File: src/rtl/gtd_pkg.sv
package gtd_pkg;
  typedef logic [1:0] trellis_state_t;
  typedef logic [1:0] code_sym_t;

  function automatic code_sym_t branch_symbol(logic u, trellis_state_t st);
    return {u ^ st[1] ^ st[0], u ^ st[0]};
  endfunction

  function automatic trellis_state_t branch_next(logic u, trellis_state_t st);
    return {u, st[1]};
  endfunction
endpackage

File: src/rtl/gtd_branch_metric.sv
module gtd_branch_metric
  import gtd_pkg::*;
(
  input  trellis_state_t st_i,
  input  code_sym_t      sym_i,
  output logic [1:0]     bm0_o,
  output logic [1:0]     bm1_o
);
  logic [1:0] bm [2];

  for (genvar u = 0; u < 2; u++) begin : g_branch
    code_sym_t diff;
    always_comb begin
      diff  = sym_i ^ branch_symbol(u[0], st_i);
      bm[u] = {1'b0, diff[1]} + {1'b0, diff[0]};
    end
  end

  assign bm0_o = bm[0];
  assign bm1_o = bm[1];
endmodule

File: src/rtl/gtd_tie_lfsr.sv
module gtd_tie_lfsr #(
  parameter int unsigned W = 4,
  parameter logic [W-1:0] SEED = 4'b1001,
  parameter logic [W-1:0] TAPS = 4'b1100
) (
  input  logic clk,
  input  logic rst_n,
  input  logic step_i,
  output logic bit_o
);
  logic [W-1:0] q, q_d;

  always_comb begin
    q_d = q;
    if (step_i) q_d = {q[W-2:0], ^(q & TAPS)};
  end

  always_ff @(posedge clk or negedge rst_n) begin
    if (!rst_n) q <= SEED;
    else        q <= q_d;
  end

  assign bit_o = q[0];

  assert_lfsr_alive_R8: assert property (@(posedge clk) disable iff (!rst_n)
    q != '0);
endmodule

File: src/rtl/gtd_metric_acc.sv
module gtd_metric_acc #(
  parameter int unsigned MW = 4
) (
  input  logic          clk,
  input  logic          rst_n,
  input  logic          clear_i,
  input  logic          add_en_i,
  input  logic [1:0]    inc_i,
  output logic [MW-1:0] metric_o
);
  localparam logic [MW-1:0] MAX_M = {MW{1'b1}};

  logic [MW-1:0] q, q_d, base;
  logic [MW:0]   sum;

  always_comb begin
    base = clear_i ? '0 : q;
    sum  = {1'b0, base} + {{(MW-1){1'b0}}, inc_i};
    q_d  = base;
    if (add_en_i) q_d = (sum > {1'b0, MAX_M}) ? MAX_M : sum[MW-1:0];
  end

  always_ff @(posedge clk or negedge rst_n) begin
    if (!rst_n) q <= '0;
    else        q <= q_d;
  end

  assign metric_o = q;

  assert_no_overflow_R5: assert property (@(posedge clk) disable iff (!rst_n)
    (add_en_i && !clear_i && q == MAX_M) |=> (q == MAX_M));
  assert_unit_step_R4: assert property (@(posedge clk) disable iff (!rst_n)
    (add_en_i && !clear_i && q != MAX_M) |=> (q >= $past(q) && q <= $past(q) + 1'b1));
  assert_clear_R9: assert property (@(posedge clk) disable iff (!rst_n)
    (clear_i && !add_en_i) |=> (q == '0));
endmodule

File: src/rtl/greedy_trellis_decoder.sv
module greedy_trellis_decoder
  import gtd_pkg::*;
#(
  parameter int unsigned MW = 4,
  parameter int unsigned LFSR_W = 4,
  parameter logic [LFSR_W-1:0] LFSR_SEED = 4'b1001,
  parameter logic [LFSR_W-1:0] LFSR_TAPS = 4'b1100
) (
  input  logic          clk,
  input  logic          rst_n,
  input  logic          frame_start_i,
  input  logic          sym_valid_i,
  input  logic [1:0]    sym_i,
  output logic          bit_valid_o,
  output logic          bit_o,
  output logic [MW-1:0] metric_o
);
  trellis_state_t state_q, state_d, base_state;
  logic [1:0] bm0, bm1, bm_pick, bm_other;
  logic tie, tie_bit, pick_u;
  logic valid_q, bit_q, bit_d;

  assign base_state = frame_start_i ? '0 : state_q;

  gtd_branch_metric u_bm (
    .st_i  (base_state),
    .sym_i (sym_i),
    .bm0_o (bm0),
    .bm1_o (bm1)
  );

  assign tie = (bm0 == bm1);

  gtd_tie_lfsr #(.W(LFSR_W), .SEED(LFSR_SEED), .TAPS(LFSR_TAPS)) u_lfsr (
    .clk    (clk),
    .rst_n  (rst_n),
    .step_i (sym_valid_i & tie),
    .bit_o  (tie_bit)
  );

  always_comb begin
    pick_u   = tie ? tie_bit : (bm1 < bm0);
    bm_pick  = pick_u ? bm1 : bm0;
    bm_other = pick_u ? bm0 : bm1;
    state_d  = base_state;
    bit_d    = bit_q;
    if (sym_valid_i) begin
      state_d = branch_next(pick_u, base_state);
      bit_d   = pick_u;
    end
  end

  gtd_metric_acc #(.MW(MW)) u_acc (
    .clk      (clk),
    .rst_n    (rst_n),
    .clear_i  (frame_start_i),
    .add_en_i (sym_valid_i),
    .inc_i    (bm_pick),
    .metric_o (metric_o)
  );

  always_ff @(posedge clk or negedge rst_n) begin
    if (!rst_n) begin
      state_q <= '0;
      valid_q <= 1'b0;
      bit_q   <= 1'b0;
    end else begin
      state_q <= state_d;
      valid_q <= sym_valid_i;
      bit_q   <= bit_d;
    end
  end

  assign bit_valid_o = valid_q;
  assign bit_o       = bit_q;

  assert_nearest_branch_R3: assert property (@(posedge clk) disable iff (!rst_n)
    sym_valid_i |-> (bm_pick <= bm_other));
  assert_strobe_R6: assert property (@(posedge clk) disable iff (!rst_n)
    sym_valid_i |=> bit_valid_o);
  assert_quiet_R6: assert property (@(posedge clk) disable iff (!rst_n)
    (!sym_valid_i && !frame_start_i) |=> (!bit_valid_o && $stable(bit_o) && $stable(metric_o)));
  assert_branch_sum_R2: assert property (@(posedge clk) disable iff (!rst_n)
    sym_valid_i |-> ({1'b0, bm0} + {1'b0, bm1} == 3'd2));
endmodule

File: config.mk
export PLATFORM = sky130hd
export DESIGN_NAME = greedy_trellis_decoder
export DESIGN_NICKNAME = d
export VERILOG_FILES = /design/src/rtl/gtd_pkg.sv /design/src/rtl/gtd_branch_metric.sv /design/src/rtl/gtd_tie_lfsr.sv /design/src/rtl/gtd_metric_acc.sv /design/src/rtl/greedy_trellis_decoder.sv
export SDC_FILE = /design/constraint.sdc
export NUM_CORES = 1
export LEC_CHECK = 0
export CELL_PAD_IN_SITES_DETAIL_PLACEMENT = 1
export CELL_PAD_IN_SITES_GLOBAL_PLACEMENT = 1
export CORE_ASPECT_RATIO = 1.75
export CORE_UTILIZATION = 25
export DETAILED_ROUTE_END_ITERATION = 16
export HOLD_SLACK_MARGIN = 0.05
export PLACE_DENSITY = 0.48
export SLEW_MARGIN = 20
export SYNTH_ARGS = -nofsm -noshare
export SYNTH_HDL_FRONTEND = slang
export SYNTH_SLANG_ARGS = --single-unit
export TNS_END_PERCENT = 100
File: constraint.sdc
create_clock -name clk -period 3.8 [get_ports clk]
set_clock_uncertainty 0.1 [all_clocks]
set_input_delay 0.76 -clock clk [delete_from_list [all_inputs] [get_ports clk]]
set_output_delay 0.76 -clock clk [all_outputs]
set_load 0.02 [all_outputs]
==> results.sh <==
export IMPL_synth_fp_nets=90
export IMPL_synth_warnings=0
export IMPL_die_y_um=75.6
export IMPL_synth_ff_latch_count=12
export IMPL_yosys_area_top_type_share_pct=32.4
export IMPL_htreeDepth=1
export IMPL_timing_hold_ws_ns=0.388
export IMPL_crit_fanout=4
export IMPL_io_buffers=11
export IMPL_grt_ovfl_total=0
export IMPL_final_max_slew_viol_count=0
export IMPL_cts_tree="yes"
export IMPL_seq_area_sq_um=303
export IMPL_clk_latency_ns=0.24
export IMPL_rsz0062_at_grt="no"
export IMPL_wl_um=1780
export IMPL_grt_max_degree=14
export IMPL_initialDrtViolationCount=12
export IMPL_cp_required_ns=3.83
export IMPL_ant_nets=0
export IMPL_max_freq_mhz=275
export IMPL_vias=662
export IMPL_final_cell_area_sq_um=1120
export IMPL_arrival_ns=3.67
export IMPL_grt_use_total_pct=12.9
export IMPL_drive_gt1_share_pct=33.3
export IMPL_yosysSeqAreaShare_pct=39.2
export IMPL_maxSlewHeadroom_pct=62.1
export IMPL_ys_types=30
export IMPL_grt_first_pass_wirelength_um=3070
export IMPL_crit_path_end_kind="register"
export IMPL_io_pins=12
export IMPL_tns_ns=0
export IMPL_hold_path_class="reg -> reg"
export IMPL_tightest_slew_ns=0.567
export IMPL_multiInputGateArea_sq_um=482
export IMPL_rows=26
export IMPL_avgViaCountPerCell=4.87
export IMPL_layout_min_cycle_time_ns=3.64
export IMPL_wl_per_cell_um=13.1
export IMPL_clk_pin_slew_ns=0.06
export IMPL_nets=123
export IMPL_synthTopCellsByArea="dfrtp_1 (32%), ha_1 (11%), dfstp_2 (6.8%), xnor2_1 (4.5%), mux2_1 (4.4%)"
export IMPL_syn_instance_count=76
export IMPL_peakVddDrop_mv=0.233
export IMPL_r2r_cells=13
export IMPL_syn_area_per_cell_sq_um=10.2
export IMPL_grt_pass1_vias=716
export IMPL_hold_depth=1
export IMPL_fin_crit_sh_pct=95.9
export IMPL_synth_top_cell_by_area="dfrtp_1"
export IMPL_worstSetupPathType="in -> reg"
export IMPL_p_per_area_nw_per_um2=707
export IMPL_dpl_instance_area_sq_um=1020
export IMPL_hold_viol=0
export IMPL_cts_root_buffer="clkbuf_8"
export IMPL_p_leak_nw=0.519
export IMPL_numClockSinks=12
export IMPL_startpoint_type="primary input"
export IMPL_antenna_found_initial=0
export IMPL_dr_pass1_iters=2
export IMPL_start_util_pct=26.4
export IMPL_place_ws_ns=-0.533
export IMPL_numCtsBuffers=3
export IMPL_maxCapViolCount=0
export IMPL_place_congestion=0.744
export IMPL_setup_ws_ns=0.157
export IMPL_syn_area_sq_um=773
export IMPL_setup_violations=0
export IMPL_core_area_sq_um=2930
export IMPL_die_w_um=44.0
export IMPL_hpwl_um=1470
export IMPL_dieArea_sq_um=3330
export IMPL_drc=0
export IMPL_cts_max_path_buffers=2
export IMPL_n_antenna_cell=0
export IMPL_area_growth_pct=45.0
export IMPL_fillers=341
export IMPL_status="complete, no violations"
cells by family (layout without fill, tap and decap cells):
group | Yosys count | count (layout) | share of synthesized area, %
DFF | 12 | 12 | 39.2
muxes | 4 | 4 | 5.66
buffers and inverters | 6 | 38 | 3.40
xor gates and xnor gates | 6 | 6 | 6.80
adders and majority gates | 8 | 8 | 13.9
and+or+nand+nor | 25 | 25 | 18.3
AOI/OAI and AO/OA | 15 | 15 | 12.8
sequential cells by signal, summed over array words and instances, names as in the netlist:
signal / cells
u_lfsr.q: 4
u_acc.metric_o: 4
bit_o: 1
bit_valid_o: 1
state_q: 2
metal layers:
metal | global-route usage [%] | vias to the layer above | wire length (um) | share of wire (%)
li1 | - | 327 | - | -
met2 | 24.5 | 8 | 1050 | 59
met5 | 0 | - | 0 | 0
met1 | 13.2 | 325 | 669 | 38
met4 | 7.07 | 0 | 23 | 1.3
met3 | 1.42 | 2 | 40 | 2.2
cells in the mapped netlist, drive strengths merged:
master / instances
dfrtp: 10
or3: 1
a21oi: 4
xnor2: 4
o211ai: 1
and2: 1
fa: 1
or4: 1
nor3: 1
a31oi: 2
a211o: 2
dfstp: 2
ha: 7
nand3: 2
buf: 1
inv: 5
a211oi: 1
o21ai: 3
nand2: 5
mux2: 3
nor2b: 4
a21o: 1
xor2: 2
nand4: 1
nand2b: 2
mux2i: 1
o211a: 1
nor2: 7
metrics by stage:
step / utilization [%] / power (mW) / std cells
floorplan: - / 0.429 / 76
global placement: 34.7 / 0.608 / 128
detailed placement: 34.7 / 0.616 / 128
CTS: 37.3 / 0.775 / 135
global route: 38.3 / 0.861 / 136
finish: 38.3 / 0.793 / 136
worst max-delay path, stage by stage:
cell and delay (ns):
dlygate4sd2_1 0.26, xnor2_1 0.22, ha_1 0.32, ha_4 0.29
buf_4 0.11, nand3_4 0.07, and2_4 0.17, a211o_1 0.30
buf_4 0.14, fa_2 0.38, or4_4 0.51, o211a_1 0.14
power breakdown:
| group | leakage, nW | switching, mW | total (mW) | internal [mW] |
|---|---|---|---|---|
| Combinational | 0.348 | 0.212 | 0.474 | 0.262 |
| Sequential | 0.148 | 0.0277 | 0.199 | 0.171 |
| Clock | 0.0228 | 0.0459 | 0.120 | 0.0738 |
| Total | 0.519 | 0.285 | 0.793 | 0.507 |
path summary, 6_finish.rpt:
path | from | endpoint | slack [ns]
min in group asynchronous | rst_n | u_acc.metric_o[2] | 0.78
hold reg to reg | u_lfsr.q[1] | u_lfsr.q[1] | 0.39
setup reg to reg | state_q[0] | u_acc.metric_o[3] | 0.26
setup / recovery | sym_i[0] | u_acc.metric_o[3] | 0.16
hold / removal | u_lfsr.q[1] | u_lfsr.q[1] | 0.39
max in group asynchronous | rst_n | u_lfsr.q[3] | 2.43
repair_timing:
action | in CTS | in global routing
gates resized for setup | 7 | 7
setup buffers | 3 | 1
setup endpoints to repair | 1 | 1
pin swaps | 6 | 5
hold buffers | 0 | 0
layout by cell type (no fill, tap or decap), drive strengths merged:
| cell type | count |
|---|---|
| nand2 | 5 |
| mux2i | 1 |
| a21oi | 4 |
| xor2 | 2 |
| fa | 1 |
| xnor2 | 4 |
| nor2b | 4 |
| a211oi | 1 |
| nor3 | 1 |
| or3 | 1 |
| a211o | 2 |
| nand4 | 1 |
| and2 | 1 |
| o21ai | 3 |
| mux2 | 3 |
| dfrtp | 10 |
| a31oi | 2 |
| o211ai | 1 |
| or4 | 1 |
| clkdlybuf4s50 | 8 |
| o211a | 1 |
| dfstp | 2 |
| nand2b | 2 |
| ha | 7 |
| clkbuf | 5 |
| nand3 | 2 |
| inv | 5 |
| buf | 18 |
| nor2 | 7 |
| dlygate4sd2 | 2 |
| a21o | 1 |
layout make-up:
cell class,instances,share of cell area [%]
clock buffers,4,4.02
inverters,5,1.67
multi-input cells,58,43.0
flip-flops and latches,12,27.0
well taps,28,3.12
repair buffers,29,21.2
(Power assumes the default switching activity.)
